File: src/rtl/hostlink_pkg.sv
package hostlink_pkg;

  localparam int unsigned HOST_AW = 3;
  localparam int unsigned DSP_AW  = 8;

  localparam logic [HOST_AW-1:0] H_CTRL = 3'd0;
  localparam logic [HOST_AW-1:0] H_STAT = 3'd2;
  localparam logic [HOST_AW-1:0] H_DATA = 3'd4;

  localparam logic [DSP_AW-1:0] D_STAT = 8'hE9;
  localparam logic [DSP_AW-1:0] D_DATA = 8'hEB;

  typedef struct packed {
    logic tx_en;
    logic rx_en;
  } req_en_t;

  function automatic logic req_source(logic rxdf, logic txde, req_en_t en);
    return (rxdf & en.rx_en) | (txde & en.tx_en);
  endfunction

  function automatic logic [7:0] host_status(logic req, logic txde, logic rxdf);
    return {req, 5'b00000, txde, rxdf};
  endfunction

  function automatic logic [1:0] dsp_status(logic txe, logic rxf);
    return {txe, rxf};
  endfunction

endpackage

File: src/rtl/hostlink_lane.sv
module hostlink_lane #(
  parameter int unsigned DATA_W = 24
) (
  input  logic              clk,
  input  logic              rst_n,
  input  logic              wr_en,
  input  logic [DATA_W-1:0] wr_data,
  input  logic              rd_en,
  output logic [DATA_W-1:0] rd_word,
  output logic              full,
  output logic              empty
);

  logic [DATA_W-1:0] hold_q;
  logic [DATA_W-1:0] out_q;
  logic              full_q;
  logic              empty_q;

  logic ev_move;
  logic ev_bypass;
  logic ev_park;
  logic ev_drain;

  assign ev_move   = !full_q && !empty_q;
  assign ev_bypass = !full_q && empty_q && wr_en;
  assign ev_park   = full_q && empty_q && wr_en;
  assign ev_drain  = full_q && rd_en;

  always_ff @(posedge clk or negedge rst_n) begin
    if (!rst_n) begin
      hold_q  <= '0;
      out_q   <= '0;
      full_q  <= 1'b0;
      empty_q <= 1'b1;
    end else if (ev_move) begin
      out_q   <= hold_q;
      full_q  <= 1'b1;
      empty_q <= 1'b1;
    end else if (ev_bypass) begin
      out_q  <= wr_data;
      full_q <= 1'b1;
    end else begin
      if (ev_park) begin
        hold_q  <= wr_data;
        empty_q <= 1'b0;
      end
      if (ev_drain) full_q <= 1'b0;
    end
  end

  assign rd_word = out_q;
  assign full    = full_q;
  assign empty   = empty_q;

  assert_bypass_delivers_R4: assert property (@(posedge clk) disable iff (!rst_n)
    ev_bypass |=> full_q && empty_q && (out_q == $past(wr_data)));

  assert_park_holds_R5: assert property (@(posedge clk) disable iff (!rst_n)
    ev_park |=> !empty_q && (hold_q == $past(wr_data)));

  assert_move_refills_R5: assert property (@(posedge clk) disable iff (!rst_n)
    ev_move |=> full_q && empty_q && (out_q == $past(hold_q)));

  assert_busy_write_ignored_R6: assert property (@(posedge clk) disable iff (!rst_n)
    (full_q && !empty_q) |=> $stable(hold_q) && $stable(out_q));

  assert_read_clears_R7: assert property (@(posedge clk) disable iff (!rst_n)
    ev_drain |=> !full_q);

endmodule

File: src/rtl/hostlink_req_gen.sv
module hostlink_req_gen
  import hostlink_pkg::*;
(
  input  logic    clk,
  input  logic    rst_n,
  input  logic    rxdf,
  input  logic    txde,
  input  req_en_t en,
  input  logic    dma_ack,
  output logic    req
);

  logic src_any;
  logic req_q;

  assign src_any = req_source(rxdf, txde, en);

  always_ff @(posedge clk or negedge rst_n) begin
    if (!rst_n) req_q <= 1'b0;
    else        req_q <= src_any & ~dma_ack;
  end

  assign req = req_q;

  assert_dma_blocks_R10: assert property (@(posedge clk) disable iff (!rst_n)
    dma_ack |=> !req_q);

  assert_req_follows_R9: assert property (@(posedge clk) disable iff (!rst_n)
    (src_any && !dma_ack) |=> req_q);

  assert_req_drops_R9: assert property (@(posedge clk) disable iff (!rst_n)
    !src_any |=> !req_q);

endmodule

File: src/rtl/hostlink_port.sv
module hostlink_port
  import hostlink_pkg::*;
#(
  parameter int unsigned DATA_W = 24
) (
  input  logic               clk,
  input  logic               rst_n,
  input  logic               dsp_wr,
  input  logic               dsp_rd,
  input  logic [DSP_AW-1:0]  dsp_addr,
  input  logic [DATA_W-1:0]  dsp_wdata,
  output logic [DATA_W-1:0]  dsp_rdata,
  input  logic               host_wr,
  input  logic               host_rd,
  input  logic [HOST_AW-1:0] host_addr,
  input  logic [DATA_W-1:0]  host_wdata,
  output logic [DATA_W-1:0]  host_rdata,
  input  logic               dma_ack,
  output logic               host_req_n
);

  localparam int unsigned PAD_HS = DATA_W - 8;
  localparam int unsigned PAD_2  = DATA_W - 2;

  logic dsp_data_wr, dsp_data_rd, host_data_wr, host_data_rd, host_ctrl_wr;

  assign dsp_data_wr  = dsp_wr  && (dsp_addr  == D_DATA);
  assign dsp_data_rd  = dsp_rd  && (dsp_addr  == D_DATA);
  assign host_data_wr = host_wr && (host_addr == H_DATA);
  assign host_data_rd = host_rd && (host_addr == H_DATA);
  assign host_ctrl_wr = host_wr && (host_addr == H_CTRL);

  logic [DATA_W-1:0] to_host_word, to_dsp_word;
  logic host_rxdf, dsp_txe, dsp_rxf, host_txde;

  hostlink_lane #(.DATA_W(DATA_W)) u_to_host (
    .clk     (clk),
    .rst_n   (rst_n),
    .wr_en   (dsp_data_wr),
    .wr_data (dsp_wdata),
    .rd_en   (host_data_rd),
    .rd_word (to_host_word),
    .full    (host_rxdf),
    .empty   (dsp_txe)
  );

  hostlink_lane #(.DATA_W(DATA_W)) u_to_dsp (
    .clk     (clk),
    .rst_n   (rst_n),
    .wr_en   (host_data_wr),
    .wr_data (host_wdata),
    .rd_en   (dsp_data_rd),
    .rd_word (to_dsp_word),
    .full    (dsp_rxf),
    .empty   (host_txde)
  );

  req_en_t en_q;

  always_ff @(posedge clk or negedge rst_n) begin
    if (!rst_n)            en_q <= '0;
    else if (host_ctrl_wr) en_q <= req_en_t'(host_wdata[1:0]);
  end

  logic req;

  hostlink_req_gen u_req (
    .clk     (clk),
    .rst_n   (rst_n),
    .rxdf    (host_rxdf),
    .txde    (host_txde),
    .en      (en_q),
    .dma_ack (dma_ack),
    .req     (req)
  );

  assign host_req_n = ~req;

  always_comb begin
    unique case (host_addr)
      H_CTRL:  host_rdata = {{PAD_2{1'b0}}, en_q};
      H_STAT:  host_rdata = {{PAD_HS{1'b0}}, host_status(req, host_txde, host_rxdf)};
      H_DATA:  host_rdata = to_host_word;
      default: host_rdata = '0;
    endcase
  end

  always_comb begin
    if (dsp_addr == D_STAT)      dsp_rdata = {{PAD_2{1'b0}}, dsp_status(dsp_txe, dsp_rxf)};
    else if (dsp_addr == D_DATA) dsp_rdata = to_dsp_word;
    else                         dsp_rdata = '0;
  end

  assert_status_top_bit_R2: assert property (@(posedge clk) disable iff (!rst_n)
    (host_addr == H_STAT) |-> (host_rdata[7] == !host_req_n));

  assert_ctrl_write_R2: assert property (@(posedge clk) disable iff (!rst_n)
    host_ctrl_wr |=> (en_q == $past(host_wdata[1:0])));

  assert_dsp_unmapped_R3: assert property (@(posedge clk) disable iff (!rst_n)
    ((dsp_addr != D_STAT) && (dsp_addr != D_DATA)) |-> (dsp_rdata == '0));

endmodule

File: config.mk
export PLATFORM = sky130hd
export DESIGN_NAME = hostlink_port
export DESIGN_NICKNAME = d
export VERILOG_FILES = /design/src/rtl/hostlink_pkg.sv /design/src/rtl/hostlink_lane.sv /design/src/rtl/hostlink_req_gen.sv /design/src/rtl/hostlink_port.sv
export SDC_FILE = /design/constraint.sdc
export NUM_CORES = 1
export LEC_CHECK = 0
export ABC_AREA = 1
export CORE_UTILIZATION = 45
export CTS_CLUSTER_DIAMETER = 150
export DETAILED_ROUTE_END_ITERATION = 7
export PLACE_DENSITY = 0.73
export SLEW_MARGIN = 30
export SYNTH_ARGS = -nofsm -noshare
export SYNTH_HDL_FRONTEND = slang
export SYNTH_HIERARCHICAL = 1
export SYNTH_SLANG_ARGS = --single-unit
File: constraint.sdc
create_clock -name clk -period 1.7 [get_ports clk]
set_input_delay 0.34 -clock clk [delete_from_list [all_inputs] [get_ports clk]]
set_output_delay 0.34 -clock clk [all_outputs]
set_load 0.005 [all_outputs]
# ---- After elaboration in Yosys (flattened, before gate mapping)
# Cells that the tools add are included.
dict set report classes {
  n_bitwise 10
  mux 19
  shifts 0
  multipliers 0
  add_sub_neg 0
  n_reduce_logical 32
  eq_ne 6
  div_mod_pow 0
  magnitude_cmp 0
}
# operator count
set op_table {}
lappend op_table {{two-way mux 24 bit} 6}
lappend op_table {{case mux 24 bit (3 select lines)} 1}
lappend op_table {{logical AND 1 bit} 17}
lappend op_table {{equality test 8 bit (second input constant)} 2}
lappend op_table {{two-way mux 1 bit} 12}
lappend op_table {{nonzero test 2 bit} 4}
lappend op_table {{NOT 1 bit} 6}
lappend op_table {{AND reduction 3 bit} 2}
lappend op_table {{nonzero test 3 bit} 2}
lappend op_table {{zero test 1 bit} 4}
lappend op_table {{inequality test 2 x 1 -> 1 bit (second input constant)} 2}
lappend op_table {{AND reduction 2 bit} 2}
lappend op_table {{AND 1 bit} 3}
lappend op_table {{equality test 3 x 2 -> 1 bit (second input constant)} 1}
lappend op_table {{equality test 3 bit (second input constant)} 1}
lappend op_table {{zero test 3 bit} 1}
lappend op_table {{OR 1 bit} 1}
dict set report word_totals {
  in_bits 66
  ramBits 0
  memories 0
  mem_bits_ro 0
  regBits 103
  latch_bits 0
}

# ---- Depth between registers and ports, before layout
# Gate-level depths: netlist (run 1).
dict set report logic_depth {
  word_depth 6
  mapped_depth 12
  depth_no_buf 10
}

# ---- By module
# The synthesis (run 1) kept the hierarchy.
# module instances cells_each area_per_inst_um2
set modules_own_cells {}
lappend modules_own_cells {hostlink_lane 2 243 2183.3}
lappend modules_own_cells {hostlink_port 1 141 680.7}
lappend modules_own_cells {hostlink_req_gen 1 4 41.3}

# ---- Worst setup path after synthesis (run 1)
# No wires, ideal clock.
dict set report synth_timing {
  path_kind {input port to flip-flop}
  startpoint {in dsp_addr[4]}
  endpoint {reg u_to_host.out_q[19], in the netlist u_to_host/rd_word[19]}
  path_buffers 2
  setup_slack_ns 0.192
  required_ns 1.575
  setup_time_ns 0.125
  arrival_time_ns 1.383
  stages 12
  path_cell_list {inv_1 > nand2_1 > nor2_4 > nand2_4 > nor2_1 > buf_2 > inv_1 > nand2_1 > nand2_4 > buf_4 > nand2_1 > nand3_1}
}
dict set report synth_via {
  elab_chain_cells 4
}
# item line_no
set synth_lines {}
lappend synth_lines {{start: declaration} hostlink_port.sv:10} ;# input logic [DSP_AW-1:0] dsp_addr,
lappend synth_lines {{equality test 8 bit} hostlink_port.sv:27} ;# assign dsp_data_wr = dsp_wr && (dsp_addr == D_DATA);
lappend synth_lines {{logical AND 1 bit} hostlink_port.sv:27}
lappend synth_lines {{named net dsp_data_wr} hostlink_port.sv:25} ;# logic dsp_data_wr, dsp_data_rd, host_data_wr, host_data_rd, host_ctrl_wr;
lappend synth_lines {{logical AND 1 bit} hostlink_lane.sv:25} ;# assign ev_bypass = !full_q && empty_q && wr_en;
lappend synth_lines {{nonzero test 2 bit (no line)} n/a}
lappend synth_lines {{end signal: assignment} hostlink_lane.sv:36} ;# out_q <= hold_q;
lappend synth_lines {{end signal: assignment} hostlink_lane.sv:40} ;# out_q <= wr_data;
lappend synth_lines {{end: declaration} hostlink_lane.sv:15} ;# logic [DATA_W-1:0] out_q;
# The timed path passes the listed nets, and every way through them passes these cells.
# A chain may end at the register's enable or synchronous reset.

# ---- Worst setup path after layout (run 1)
dict set report layout_timing {
  startpoint {in dsp_addr[7]}
  endpoint {out dsp_rdata[17]}
}
dict set report layout_via {
  elab_chain_cells 3
}
# item line_no
set layout_lines {}
lappend layout_lines {{equality test 8 bit} hostlink_port.sv:90} ;# else if (dsp_addr == D_DATA) dsp_rdata = to_dsp_word;
lappend layout_lines {{two-way mux 24 bit} hostlink_port.sv:90}
lappend layout_lines {{two-way mux 24 bit (*)} hostlink_port.sv:89} ;# if (dsp_addr == D_STAT) dsp_rdata = {{PAD_2{1'b0}}, dsp_status(dsp_txe, dsp_rxf)};
lappend layout_lines {{end: declaration} hostlink_port.sv:12} ;# output logic [DATA_W-1:0] dsp_rdata,
# Mark *: on every way between the ends. The rest lies on a longest branch, timed or not.

==> results of run 1 <==
## through the flow
step	instances	cell area [um^2]	TNS, ns
CTS	900	6830	-0.00290
finish	904	6870	0
detailed placement	874	6410	-64.04
floorplan	631	5090	0
global route	904	6870	-0.00530
global placement	874	6410	-58.51
## timing repair
| item | 4_1_cts | 5_1_grt |
|---|---|---|
| setup endpoints to repair | 122 | 72 |
| gates resized for setup | 147 | 32 |
| pin swaps | 16 | 12 |
| hold buffers | 1 | 0 |
| gates cloned | 3 | 4 |
| endpoints found under the hold margin | 7 | 0 |
| setup buffers | 6 | 1 |
## worst max-delay path by stage
stage / from / end / slack, ns / cells past startpoint
2_1_floorplan: dsp_addr[4] / u_to_host/rd_word[19] / 0.19 / 12
5_1_grt: host_addr[1] / host_rdata[9] / -0.005 / 6
3_5_place_dp: dsp_addr[1] / dsp_rdata[21] / -0.63 / 6
3_3_place_gp: dsp_addr[1] / dsp_rdata[18] / -0.57 / 6
6_report: dsp_addr[7] / dsp_rdata[17] / 0.04 / 8
4_1_cts: dsp_addr[2] / dsp_rdata[23] / -0.003 / 8
## synthesized netlist by cell type
cell type,instances,area (um^2)
sky130_fd_sc_hd__nand4_1,48,300
sky130_fd_sc_hd__nand3_1,60,300
sky130_fd_sc_hd__nor2_1,38,143
sky130_fd_sc_hd__buf_4,2,15.0
sky130_fd_sc_hd__inv_1,104,390
sky130_fd_sc_hd__o21ai_0,12,60.1
sky130_fd_sc_hd__nand2_1,163,612
sky130_fd_sc_hd__nor2_2,10,62.6
sky130_fd_sc_hd__inv_2,2,7.51
sky130_fd_sc_hd__o21ai_1,32,160
sky130_fd_sc_hd__dfrtp_1,101,2530
sky130_fd_sc_hd__buf_2,24,120
sky130_fd_sc_hd__nor2_4,5,56.3
sky130_fd_sc_hd__buf_6,12,135
sky130_fd_sc_hd__nand2_4,3,33.8
sky130_fd_sc_hd__nand2_2,1,6.26
sky130_fd_sc_hd__o21ai_2,8,70.1
sky130_fd_sc_hd__nand3_2,2,20.0
sky130_fd_sc_hd__dfstp_2,2,52.6
sky130_fd_sc_hd__a21oi_2,1,8.76
sky130_fd_sc_hd__nor3b_1,1,7.51
## worst register-to-register path: cells and delay by family (launching register included)
kind	cells	cell delay (ns)
AOI/OAI and AO/OA	1	0.08
buffers and inverters	2	0.47
DFF	1	0.55
and+or+nand+nor	2	0.27
## registers in the layout, summed over array words and instances (netlist names)
signal	cells
u_to_host/hold_q	24
u_to_dsp/empty	1
en_q	2
u_to_host/empty	1
u_to_host/full	1
u_to_dsp/full	1
u_to_dsp/hold_q	24
u_req/req	1
u_to_dsp/rd_word	24
u_to_host/rd_word	24
## final cells by class
cell class              count  area (um^2)
clock buffers              10          239
multi-input cells         388         2020
clock inverters             6         43.8
fillers                   970         4060
repair buffers            151         1410
inverters                 106          398
flip-flops and latches    103         2580
well taps                 140          175
## kinds of logic (layout without fill, tap and decap cells)
family / Yosys count / in the layout / share of synthesized area
DFF: 103 / 103 / 0.507
and+or+nand+nor: 331 / 335 / 0.303
buffers and inverters: 144 / 273 / 0.131
AOI/OAI and AO/OA: 53 / 53 / 0.0588
## power by group through the flow
| stage | logic (W) | registers [W] | clock network (W) |
|---|---|---|---|
| global route | 0.00177 | 0.00355 | 0.00211 |
| CTS | 0.00156 | 0.00347 | 0.00201 |
| detailed placement | 0.00151 | 0.00351 | 0 |
| finish | 0.00156 | 0.00348 | 0.00196 |
| floorplan | 0.000967 | 0.00342 | 0 |
| global placement | 0.00147 | 0.00347 | 0 |
## layer usage
layer,share of wire,GRT usage
met2,0.51,0.410
met1,0.41,0.293
met4,0.012,0.0512
met3,0.074,0.0567
met5,0,0
==> results.md, run 1 <==
- The critical path in this run is classified as in -> out.
- The power share of the sequential group is 0.498.
- At the pin with the least slew margin, the transition time is 0.340 ns.
- The TritonCTS clock tree is built.
- The fraction of the yosys area taken by sequential cells is 0.507.
- The initial utilization of the core area, before any placement, comes to 0.465.
- The power spent charging and discharging nets is 0.00218 W.
- The max-capacitance violation count is 0.
- The net count after synthesis is 697.
- The number of clock buffers added by TritonCTS is 9.
- The number of vias per cell after detailed routing is 5.15.
- Of the total power, the share spent switching nets is 0.312.
- The number of nets with antenna violations after detailed routing is 0.
- The largest fanout of any net on the critical path is 6.
- The run finished with clean final reports.
- The total of buffers placed on input and output ports is 114.
- The kind of launch point of the worst setup path is an input pin.
- The distinct cell type count after synthesis is 21.
- The number of antenna violations at the first check in global routing is 0.
- The number of global-route vias before repair is 4551.
- Clock tree synthesis found a total of 103 sinks.
- The cell depth of the worst flop-to-flop path is 5.
- The worst register-to-register path has a setup slack of 0.24 ns.
- The routability congestion estimate from global placement is 0.765.
- The gate family responsible for the most delay along the worst path is buffers and inverters.
- The largest single stage delay on the critical path is 0.21 ns.
- The antenna cell count is 0.
- The net count of the finished layout is 825.
- In this run the power density over the cells is 1020 nW/um^2.
- Leaving out fill and tap cells, the most frequent cell in the layout is sky130_fd_sc_hd__nand2_1.
- The final hold slack is 0.381 ns.
- The post-synthesis cell area is 5090 um^2.
- Among all stages on the critical path, the largest delay is contributed by sky130_fd_sc_hd__dlygate4sd2_1.
- The post-place setup slack is -0.629 ns.
- Setup violations remaining at the end of the flow were counted as 0.
- From bottom edge to top edge, the die measures 108 um.
- In the routed design, unresolved DRC markers number 0.
- For the worst-skew pair, the clock arrives at the later sink with an insertion delay of 0.34 ns.
- The first global-routing pass estimated 21.5 mm of wire.
- Summing over every cut layer, the via total after detailed routing is 4654.
- The cell-internal power is 0.00481 W.
- The overall routing resource usage is 0.234.
- Row generation in the floorplan step produced 38 rows.
- The half-perimeter wire length of the detailed placement result is 8.24 mm.
- The area overhead of the layout relative to synthesis is 35.0%.
- For this design the top-level I/O count stands at 115.
- The tightest min-delay check is of the in -> async type.
- The post-layout minimum cycle time is 1.66 ns.
- The number of iterations in the first detailed-routing pass is 5.
- The proportion of layout cells with a drive suffix above 1 is 0.188.
- The final clock skew is 0.0115 ns.
- The final number of hold-violating endpoints came to 0.
- The total overflow left after global routing is 0.
- Each instance of the synthesized netlist takes up on average 8.06 um^2.
- For the worst setup path, the data arrival time is 1.32 ns.
- The clock share of power is 0.280.
- The headroom to the max-slew limit is 0.773.
- Traced cell by cell, the critical path runs through dlygate4sd2_1 -> nand2_2 -> nor2_4 -> buf_6 -> buf_8 -> nand2_8 -> nor2_2 -> buf_2.
- The data required time at the worst endpoint is 1.36 ns.
- The width of the die is 108 um.
- The flop and latch count out of synthesis is 103.
- Across the VDD grid, the largest voltage drop is 0.661 mV.
- Static timing analysis puts the maximum clock frequency at 603 MHz.
- The total area inside the core boundary comes to 10900 um^2.
- The final total power is 0.00700 W.
- No sink is reached through more buffers than the 2 on the longest clock path.
- In this run, the number of DRC markers left after iteration 0 of detailed routing was 211.
- The core occupancy in the finished layout is 0.628.
- After detailed routing, the total wire length is 13.6 mm.
- The end of the worst register-to-register path is u_to_host/hold_q[9].
- The gate count of the mapped netlist is 631.
- The average routed wire per standard cell is 15.0 um.
- In the layout the commonest cells are sky130_fd_sc_hd__nand2_1 (157), sky130_fd_sc_hd__inv_1 (102), sky130_fd_sc_hd__dfrtp_1 (101).
- The count of warnings emitted by yosys is 6.
- Clock-pin slew was measured on the worst setup and hold paths at 0.07 ns.
- Entering global routing, the biggest net connects 49 pins.
- The H-tree was split into 3 levels.
- The max-slew violation count came to 0.
- Of the available clock period, the critical path in the final layout requires 0.976.
- The static power due to leakage is 3.59 nW.
- The clock tree root driver cell is sky130_fd_sc_hd__clkbuf_16.
- The floorplan step defined a die boundary enclosing 11700 um^2.
- Once routing completed, OpenROAD measured the worst setup slack at 0.0406 ns.
- The launch point of the worst reg-to-reg path is u_to_host/empty.
- Counting both buffers and inverters, the worst setup path holds a total of 4.
- The part of the power in combinational logic is 0.222.
- The capturing element type of the critical path is an output port.
Power figures use the tool's default switching activity.
==> run 2, diff against run 1 <==
Settings changed: CTS_CLUSTER_SIZE set to 10.
==> results of run 2 <==
The final DEF is identical to that of run 1; final timing and power are the same.
==> run 3, diff against run 2 <==
Settings changed: GPL_ROUTABILITY_DRIVEN set to 0, RECOVER_POWER set to 50.
==> results.md, run 3 (synthesis gave the netlist of run 1 again) <==
- The design draws 0.00697 W.
- The number of vias per cell after detailed routing is 5.18.
- In this run the static leakage power is 3.57 nW.
- Detailed placement ended at an HPWL of 8.24 mm.
- The clock slew seen by the registers of the worst setup and hold paths is 0.07 ns.
- The fraction of the cycle the final worst path needs is 0.976.
- The worst-margin pin slew is 0.607 ns.
- The net count of the finished layout is 825.
- The critical path is of the in -> out type.
- The first global-routing pass estimated 21.5 mm of wire.
- Leaving out fill and tap cells, the most frequent cell in the layout is sky130_fd_sc_hd__nand2_1.
- The max-slew violation count came to 0.
- For this run, the top clock speed supported by timing is 603 MHz.
- The clock tree root driver cell is sky130_fd_sc_hd__clkbuf_16.
- The number of antenna diodes in the final layout is 0.
- Across the run, the number of max-cap violations was 0.
- The number of antenna violations at the first check in global routing was 0.
- The count of vias placed by the detailed router is 4684.
- The setup violation total in the final timing report is 0.
- The final clock skew is 0.0107 ns.
- The post-layout minimum cycle time is 1.66 ns.
- The deepest clock path buffer count is 2.
- VDD sags by at most 0.660 mV.
- The path type of the worst min-delay path is reg -> reg.
- The floorplan has 38 rows.
- The number of buffers added by the clock tree synthesis step is 9.
- The setup TNS is 0 ns.
- The DRC violations left is 0.
- The largest fanout of any net on the critical path is 6.
- For the worst-skew pair, the clock arrives at the later sink with an insertion delay of 0.34 ns.
- The final hold slack is 0.481 ns.
- Data on the critical path arrives at its endpoint at 1.32 ns.
- The final number of hold-violating endpoints is 0.
- The final worst slack is 0.0409 ns.
- At the placement stage, the worst setup path has a slack of -0.629 ns.
- The total power per unit cell area is 1020 nW/um^2.
- The pin count of the biggest net entering global routing is 49.
- The number of H-tree branching levels is 3.
- The core area is 10900 um^2.
- The I/O pin total is 115.
- The number of clock sinks is 103.
- The number of global-route vias before repair is 4551.
- The kind of launch point of the worst setup path is an input pin.
- The run finished with clean final reports.
- The data required time at the worst endpoint is 1.36 ns.
- The number of cells after detailed placement is 874.
- The count of nets left with antenna violations once routing finished came out at 0.
- The capturing element type of the critical path is an output port.
- The overall routing resource usage is 0.234.
- Summed over all layers, the global routing overflow is 0.
- During placement, the flow inserted port buffers numbering 114.
- The pre-antenna-repair detailed-routing pass consisted of 5 iterations.
- For this configuration, the core starts out at a cell density of 0.465.
- In the layout the commonest cells are sky130_fd_sc_hd__nand2_1 (157), sky130_fd_sc_hd__inv_1 (102), sky130_fd_sc_hd__dfrtp_1 (101).
- The total routed wirelength is 13.6 mm.
- The die is 108 um tall.
- For this block, the initial DRC count from the detailed router was 226.
- In this run the tightest slew margin relative to its limit is 0.595.
- Relative to the synthesized area, the layout overhead comes to 34.3%.
- The width of the die is 108 um.
- The filler cells instantiated in the layout total 980.
- Leaving out filler cells and counting taps, the final layout contains 904.
- The TritonCTS clock tree is built.
- The die area is 11700 um^2.
- Dividing the detail-routed wire length by the instance count gives 15.1 um.
- In the final layout, the share of cells above drive strength 1 is 0.181.
==> run 3: cell count changes in the layout (fill, tap and decap cells not counted), sizes merged <==
cell / previous run / this run
clkbuf: 28 / 32
buf: 48 / 44
==> run 3: final timing paths <==
path / start / endpoint / slack [ns] / depth (start not counted)
max in group asynchronous: rst_n / u_to_host/empty / 0.28 / 3
min in group asynchronous: rst_n / u_to_dsp/hold_q[2] / 0.53 / 2
setup / recovery: dsp_addr[7] / dsp_rdata[17] / 0.04 / 8
hold reg to reg: u_to_host/rd_word[6] / u_to_host/rd_word[6] / 0.48 / 2
setup reg to reg: u_to_host/empty / u_to_host/hold_q[9] / 0.23 / 5
hold / removal: u_to_host/rd_word[6] / u_to_host/rd_word[6] / 0.48 / 2
==> run 3: area by class of cell <==
class | instances | area, um^2 | area share
inverters | 106 | 398 | 0.0582
clock buffers | 10 | 239 | 0.0350
clock inverters | 6 | 43.8 | 0.00641
flip-flops and latches | 103 | 2580 | 0.377
well taps | 140 | 175 | 0.0256
repair buffers | 151 | 1390 | 0.204
multi-input cells | 388 | 2010 | 0.294
==> run 3: power breakdown <==
group / total, W / leakage, nW / internal (W) / switching (W)
Clock: 0.00196 / 0.139 / 0.00104 / 0.000918
Combinational: 0.00152 / 2.20 / 0.000636 / 0.000887
Sequential: 0.00348 / 1.23 / 0.00311 / 0.000371
==> run 3: metrics by stage <==
stage | area, um^2 | util
after floorplan | 5090 | -
after global placement | 6410 | 0.587
after detailed placement | 6410 | 0.587
after CTS | 6830 | 0.625
after global routing | 6840 | 0.625
final | 6840 | 0.625
==> run 3: metal layers <==
layer  GRT usage  part of all wire  up-vias
met2       0.410              0.51      198
met3      0.0567             0.076       20
met1       0.293              0.41     2220
met5           0                 0        -
li1            -                 -     2246
met4      0.0512             0.011        0
==> run 3: critical path, cell delays in order <==
cell                            delay (ns)
sky130_fd_sc_hd__dlygate4sd2_1        0.21
sky130_fd_sc_hd__nand2_2              0.07
sky130_fd_sc_hd__nor2_4               0.12
sky130_fd_sc_hd__buf_6                0.12
sky130_fd_sc_hd__buf_8                0.13
sky130_fd_sc_hd__nand2_8              0.09
sky130_fd_sc_hd__nor2_2               0.11
sky130_fd_sc_hd__buf_2                0.11
==> run 3: what timing repair did <==
| action | 4_1_cts | 5_1_grt |
|---|---|---|
| cloned | 3 | 4 |
| gates resized for setup | 147 | 32 |
| hold buffers | 1 | 0 |
| pin swaps | 16 | 12 |
| setup endpoints to repair | 122 | 72 |
| endpoints found under the hold margin | 7 | 0 |
| buffers inserted | 6 | 1 |
